## config.mk

```make
export PLATFORM = sky130hd
export DESIGN_NAME = mmap_subsys
export DESIGN_NICKNAME = d
export VERILOG_FILES = /design/src/rtl/mm_pkg.sv /design/src/rtl/mm_decode.sv /design/src/rtl/mm_ram.sv /design/src/rtl/mm_ioport.sv /design/src/rtl/mm_rom.sv /design/src/rtl/mmap_subsys.sv
export SDC_FILE = /design/constraint.sdc
export NUM_CORES = 1
export LEC_CHECK = 0
export BUFFER_PORTS_ARGS = -buffer_cell sky130_fd_sc_hd__buf_2
export CELL_PAD_IN_SITES_DETAIL_PLACEMENT = 1
export CELL_PAD_IN_SITES_GLOBAL_PLACEMENT = 2
export CORE_MARGIN = 5
export CORE_UTILIZATION = 45
export CTS_BUF_LIST = sky130_fd_sc_hd__clkbuf_4 sky130_fd_sc_hd__clkbuf_8
export DETAILED_ROUTE_END_ITERATION = 7
export PLACE_DENSITY_LB_ADDON = 0.25
export SYNTH_ARGS = -nofsm -noshare
export SYNTH_HDL_FRONTEND = slang
export SYNTH_SLANG_ARGS = --single-unit
```

## constraint.sdc

```tcl
create_clock -name clk -period 7.65 [get_ports clk]
set_input_delay 1.1475 -clock clk [delete_from_list [all_inputs] [get_ports clk]]
set_output_delay 1.1475 -clock clk [all_outputs]
set_load 0.01 [all_outputs]
```

## src/rtl/mm_pkg.sv

```systemverilog
package mm_pkg;
  localparam int ADDR_W = 8;
  localparam int DATA_W = 8;
  localparam int N_DEV  = 4;

  // Window base and log2 size per device; index order matches dev_e
  localparam int RAM0_BASE = 0;
  localparam int RAM0_AW   = 6;
  localparam int RAM1_BASE = 64;
  localparam int RAM1_AW   = 5;
  localparam int IO_BASE   = 208;
  localparam int IO_AW     = 3;
  localparam int ROM_BASE  = 224;
  localparam int ROM_AW    = 5;

  localparam int ROM_WORDS = 1 << ROM_AW;
  localparam int IO_WORDS  = 1 << IO_AW;

  typedef enum logic [1:0] {DEV_RAM0, DEV_RAM1, DEV_IO, DEV_ROM} dev_e;

  // Full decode: all bits above the window must equal the base
  function automatic logic in_window(logic [ADDR_W-1:0] a, int base, int aw);
    return (int'(a) >> aw) == (base >> aw);
  endfunction

  // Default ROM image: byte i = (29*i + 60) mod 256
  function automatic logic [ROM_WORDS*DATA_W-1:0] rom_default();
    logic [ROM_WORDS*DATA_W-1:0] img;
    img = '0;
    for (int i = 0; i < ROM_WORDS; i++) begin
      img[i*DATA_W +: DATA_W] = DATA_W'((29 * i + 60) % 256);
    end
    return img;
  endfunction
endpackage

```

## src/rtl/mm_decode.sv

```systemverilog
module mm_decode
  import mm_pkg::*;
(
  input  logic [ADDR_W-1:0] addr,
  output logic [N_DEV-1:0]  sel
);
  localparam int BASES [N_DEV] = '{RAM0_BASE, RAM1_BASE, IO_BASE, ROM_BASE};
  localparam int SIZES [N_DEV] = '{RAM0_AW, RAM1_AW, IO_AW, ROM_AW};

  for (genvar i = 0; i < N_DEV; i++) begin : g_win
    assign sel[i] = in_window(addr, BASES[i], SIZES[i]);
  end
endmodule

```

## src/rtl/mm_ram.sv

```systemverilog
module mm_ram #(
  parameter int AW = 6,
  parameter int DW = 8
) (
  input  logic          clk,
  input  logic          rst_n,
  input  logic          cs,
  input  logic          we,
  input  logic          oe,
  input  logic [AW-1:0] addr,
  input  logic [DW-1:0] wdata,
  output logic [DW-1:0] dout
);
  localparam int WORDS = 1 << AW;

  logic [DW-1:0] mem [WORDS];
  logic          wr_fire;
  logic          rd_fire;

  assign wr_fire = cs & we & ~oe;
  assign rd_fire = cs & oe & ~we;

  always_ff @(posedge clk) begin
    if (!rst_n) begin
      for (int i = 0; i < WORDS; i++) mem[i] <= '0;
    end else if (wr_fire) begin
      mem[addr] <= wdata;
    end
  end

  assign dout = rd_fire ? mem[addr] : '0;

  // a write lands in the addressed word one edge later
  p_ram_store_r2: assert property (@(posedge clk) disable iff (!rst_n)
    wr_fire |=> mem[$past(addr)] == $past(wdata));
endmodule

```

## src/rtl/mm_ioport.sv

```systemverilog
module mm_ioport #(
  parameter int AW = 3,
  parameter int DW = 8
) (
  input  logic                    clk,
  input  logic                    rst_n,
  input  logic                    cs,
  input  logic                    we,
  input  logic                    oe,
  input  logic [AW-1:0]           addr,
  input  logic [DW-1:0]           wdata,
  output logic [DW-1:0]           dout,
  output logic [(1<<AW)*DW-1:0]   port_o
);
  localparam int WORDS = 1 << AW;

  logic [DW-1:0] regs [WORDS];
  logic          wr_fire;
  logic          rd_fire;

  assign wr_fire = cs & we & ~oe;
  assign rd_fire = cs & oe & ~we;

  always_ff @(posedge clk) begin
    if (!rst_n) begin
      for (int i = 0; i < WORDS; i++) regs[i] <= '0;
    end else if (wr_fire) begin
      regs[addr] <= wdata;
    end
  end

  for (genvar k = 0; k < WORDS; k++) begin : g_port
    assign port_o[k*DW +: DW] = regs[k];
  end

  assign dout = rd_fire ? regs[addr] : '0;

  // ports only move when this bank is written
  p_io_hold_r5: assert property (@(posedge clk) disable iff (!rst_n)
    !wr_fire |=> $stable(port_o));
endmodule

```

## src/rtl/mm_rom.sv

```systemverilog
module mm_rom #(
  parameter int AW = 5,
  parameter int DW = 8,
  parameter logic [(1<<AW)*DW-1:0] INIT = '0
) (
  input  logic          cs,
  input  logic          we,
  input  logic          oe,
  input  logic [AW-1:0] addr,
  output logic [DW-1:0] dout
);
  logic rd_fire;
  assign rd_fire = cs & oe & ~we;
  assign dout    = rd_fire ? INIT[addr*DW +: DW] : '0;
endmodule

```

## src/rtl/mmap_subsys.sv

```systemverilog
module mmap_subsys
  import mm_pkg::*;
#(
  parameter logic [ROM_WORDS*DATA_W-1:0] ROM_INIT = mm_pkg::rom_default()
) (
  input  logic                       clk,
  input  logic                       rst_n,
  input  logic [ADDR_W-1:0]          addr,
  input  logic [DATA_W-1:0]          wdata,
  input  logic                       wr_en,
  input  logic                       rd_en,
  output logic [DATA_W-1:0]          rdata,
  output logic [IO_WORDS*DATA_W-1:0] io_ports,
  output logic                       req_err
);
  logic [N_DEV-1:0]  sel;
  logic              bus_we;
  logic              bus_oe;
  logic              illegal;
  logic [DATA_W-1:0] dout_ram0, dout_ram1, dout_io, dout_rom;
  logic              err_q;

  mm_decode u_dec (.addr(addr), .sel(sel));

  // Conflicting strobes become a no-op: neither enable asserted
  assign illegal = wr_en & rd_en;
  assign bus_we  = wr_en & ~rd_en;
  assign bus_oe  = rd_en & ~wr_en;

  mm_ram #(.AW(RAM0_AW), .DW(DATA_W)) u_ram0 (
    .clk(clk), .rst_n(rst_n), .cs(sel[DEV_RAM0]), .we(bus_we), .oe(bus_oe),
    .addr(addr[RAM0_AW-1:0]), .wdata(wdata), .dout(dout_ram0));

  mm_ram #(.AW(RAM1_AW), .DW(DATA_W)) u_ram1 (
    .clk(clk), .rst_n(rst_n), .cs(sel[DEV_RAM1]), .we(bus_we), .oe(bus_oe),
    .addr(addr[RAM1_AW-1:0]), .wdata(wdata), .dout(dout_ram1));

  mm_ioport #(.AW(IO_AW), .DW(DATA_W)) u_io (
    .clk(clk), .rst_n(rst_n), .cs(sel[DEV_IO]), .we(bus_we), .oe(bus_oe),
    .addr(addr[IO_AW-1:0]), .wdata(wdata), .dout(dout_io), .port_o(io_ports));

  // ROM ignores writes: it has no storage path at all
  mm_rom #(.AW(ROM_AW), .DW(DATA_W), .INIT(ROM_INIT)) u_rom (
    .cs(sel[DEV_ROM]), .we(bus_we), .oe(bus_oe),
    .addr(addr[ROM_AW-1:0]), .dout(dout_rom));

  // Deselected or idle devices return zero, so OR-combining is safe
  assign rdata = dout_ram0 | dout_ram1 | dout_io | dout_rom;

  always_ff @(posedge clk) begin
    if (!rst_n) err_q <= 1'b0;
    else        err_q <= illegal;
  end
  assign req_err = err_q;

  // at most one device selected
  p_sel_onehot_r1: assert property (@(posedge clk) disable iff (!rst_n)
    $onehot0(sel));
  // unmapped reads return zero
  p_unmapped_zero_r3: assert property (@(posedge clk) disable iff (!rst_n)
    (rd_en && !wr_en && sel == '0) |-> rdata == '0);
  // ROM read data follows the image
  p_rom_image_r4: assert property (@(posedge clk) disable iff (!rst_n)
    (rd_en && !wr_en && sel[DEV_ROM]) |-> rdata == ROM_INIT[addr[ROM_AW-1:0]*DATA_W +: DATA_W]);
  // conflict flag is a one-cycle pulse after the request
  p_err_set_r6: assert property (@(posedge clk) disable iff (!rst_n)
    (wr_en && rd_en) |=> req_err);
  p_err_clear_r6: assert property (@(posedge clk) disable iff (!rst_n)
    !(wr_en && rd_en) |=> !req_err);
  // no read strobe, no read data
  p_idle_quiet_r7: assert property (@(posedge clk) disable iff (!rst_n)
    !rd_en |-> rdata == '0);
endmodule

```

==> flow_summary_export.csv <==
group,metric,value,unit
min_path,min_path_cells,2,
status,status,"finished, final reports clean",
floorplanning,start_util,45.2,%
drt,drt_iter0_markers,3731,
sta,tns,0,ns
floorplanning,io_pins,93,
drt,drt-vias-per-instance,6.25,
logic_synthesis,yosys.area.top_type_share,63.9,%
min_path,hp-start,"wr_en",
sta,max_freq,0.154,GHz
cts,cts_tree,"yes",
logic_synthesis,synth-seq-cells,833,
global_route,grt_start_max_net_pins,83,
floorplanning,die_w,305,um
logic_synthesis,synth_cell_types,66,
global_route,grt_pass1_wl,202,mm
sta,relSlewSlack,5.32,%
sta,period_share,85.0,%
critical_path,cp.arrival,5.36,ns
critical_path,cp_max_fo,58,
logic_synthesis,syn_inst,2956,
place,port_buffers,92,
critical_path,startpoint_type,"input pin",
floorplanning,die_height,305,um
global_route,grt_pass1_vias,27700,
global_route,gr-total-overflow,0,
cts,cts.sinks,833,
cts,hold_buffers,0,
floorplanning,fp-row-count,108,
critical_path,critPathCaptureType,"output port",
cts,cts-root-buf,"clkbuf_8",
critical_path,crit_chain,"clkbuf_8 > buf_12 > nand2_1 > o22ai_1 > a2111oi_0 > a21oi_1 > o211ai_1 > buf_2",
logic_synthesis,yosys.area.top_type,"edfxtp_1",
min_path,holdPathEnd,"req_err",
drt,first_pass_iters,6,
min_path,min_path_type,"in -> reg",
global_route,grt_antenna_before_repair,6,
sta,setup_viol,0,
cts,clk_pin_slew,0.06,ns
logic_synthesis,synth_edf_count,832,
drt,vias,26900,
logic_synthesis,synthTopCellsByArea,"edfxtp_1, and2_1, mux2i_1, mux4_2, a221oi_1",
sta,hold_viol_final,0,
drt,drtAntennaViolNets,0,
critical_path,slowest_delay,1.16,ns
cts,h-tree-depth,4,
run,drv_cap,0,
logic_synthesis,synthArstFlopShare,0,%
critical_path,critPathBufInv,3,
logic_synthesis,synthTopCellsByCount,"and2_1, edfxtp_1, nor2_1",
logic_synthesis,yosysSeqAreaShare,63.9,%
cells_and_area,n_fill_cell,8686,
critical_path,cp_slowest_cell,"a2111oi_0",
cells_and_area,fin_nets,3066,
cts,cts_inserted_buffers,146,
power_and_ir_drop,ir_worst_vdd,0.000162,V
cts,postCtsSetupBuffers,0,
critical_path,cp_data_required_time,6.50,ns
logic_synthesis,avgSynthCellArea,13.2,um^2
cts,post_cts_resize_count,0,
place,hpwlAfterDp,91.7,mm
logic_synthesis,syn_area,39100,um^2
cells_and_area,area_growth,11.1,%
drt,wirelength,141,mm
floorplanning,die_area,92900,um^2
power_and_ir_drop,pwr_density_cell,236,nW/um^2
sta,worstMarginPinSlew,1.41,ns
sta,rsz0062_at_grt,"no",
cts,cts.path.max_buffers,3,
place,finalWeightedCongestion,0.902,
critical_path,critPathTopFamily,"compound AO/OA/AOI/OAI gates",
sta,fin_hold_ws,0.700,ns
drt,drc,0,
drt,wl_per_cell,32.8,um
sta,drv_slew,0,
logic_synthesis,synthesis.nets,2983,
logic_synthesis,synth_warnings,0,
critical_path,worstSetupPathType,"in -> out",
cells_and_area,drive_gt1_share,16.0,%
logic_synthesis,synth_ff_type,"edfxtp_1",
power_and_ir_drop,power.leakage,15.3,nW
global_route,grt_use_total,29.7,%
sta,fin_crit,6.50,ns
logic_synthesis,synth.most_common_cell,"and2_1",
floorplanning,core_area,86500,um^2
worst max-delay path by stage:
stage | to | start | depth (start not counted) | slack [ns]
after floorplan | rdata[6] | addr[0] | 12 | 3.49
after global placement | rdata[7] | addr[0] | 8 | 1.41
after detailed placement | rdata[7] | addr[0] | 8 | 1.35
after CTS | rdata[7] | addr[0] | 8 | 1.33
after global routing | rdata[3] | addr[0] | 8 | 1.10
final | rdata[3] | addr[0] | 8 | 1.15
state kept, by name (all words and copies together) (netlist names):
signal      cells
req_err         1
u_io.regs      64
u_ram0.mem    512
u_ram1.mem    256
area by class of cell:
class / count / area, um^2 / share of cell area, %
Inverter: 7 / 26.3 / 0.0605
Tap cell: 1155 / 1450 / 3.33
Clock inverter: 59 / 387 / 0.890
Timing Repair Buffer: 181 / 1220 / 2.82
Multi-Input combinational cell: 1870 / 12900 / 29.8
Clock buffer: 197 / 2390 / 5.51
Antenna cell: 4 / 10.0 / 0.0230
Sequential cell: 833 / 25000 / 57.6
per-stage QoR:
step,power (mW),cells,instance area (um^2),setup slack (ns),utilization [%]
floorplan,5.85,2956,39100,3.49,-
global placement,6.27,4045,40600,1.41,47.0
detailed placement,6.29,4046,40600,1.35,47.0
CTS,10.3,4302,43400,1.33,50.2
global route,10.6,4303,43400,1.10,50.2
finish,10.2,4306,43400,1.15,50.2
layer usage:
metal / vias to the layer above / track usage [%] / wire length [um]
li1: 11100 / - / -
met1: 13900 / 40.0 / 56100
met2: 1567 / 47.2 / 66100
met3: 335 / 6.92 / 13300
met4: 0 / 11.6 / 5860
met5: - / 0 / 0
placed cells by master (no fill, tap or decap), types with 5 or more instances in the layout:
cell,instances
a221o_1,5
o22a_1,15
clkbuf_4,51
mux4_2,49
clkbuf_8,148
buf_2,80
nand2_1,97
o21ai_0,121
a21oi_1,33
a31oi_1,9
clkinv_1,36
a311o_1,8
a2111oi_0,5
clkinv_2,8
mux2i_1,121
buf_4,94
and2_1,835
ha_1,7
nand3_1,6
mux2_2,28
nor3_1,17
a22oi_1,54
and3_1,6
a221oi_1,106
a22o_1,15
o21ai_1,11
edfxtp_1,832
o221ai_1,20
nor2_1,160
nand2b_1,22
o22ai_1,51
cell families after synthesis:
family,share of synthesized area [%]
flops,63.9
mux,6.76
compound gates,8.89
xor+xnor,0.0672
simple gates,17.0
fa+ha+maj,0.224
buf+inv,3.09
power breakdown:
| group | internal, mW | total [mW] | switching (mW) |
|---|---|---|---|
| logic | 0.237 | 0.868 | 0.631 |
| clock network | 2.09 | 4.03 | 1.94 |
| registers | 5.25 | 5.35 | 0.107 |
| total | 7.57 | 10.2 | 2.68 |
(Power assumes the default switching activity.)
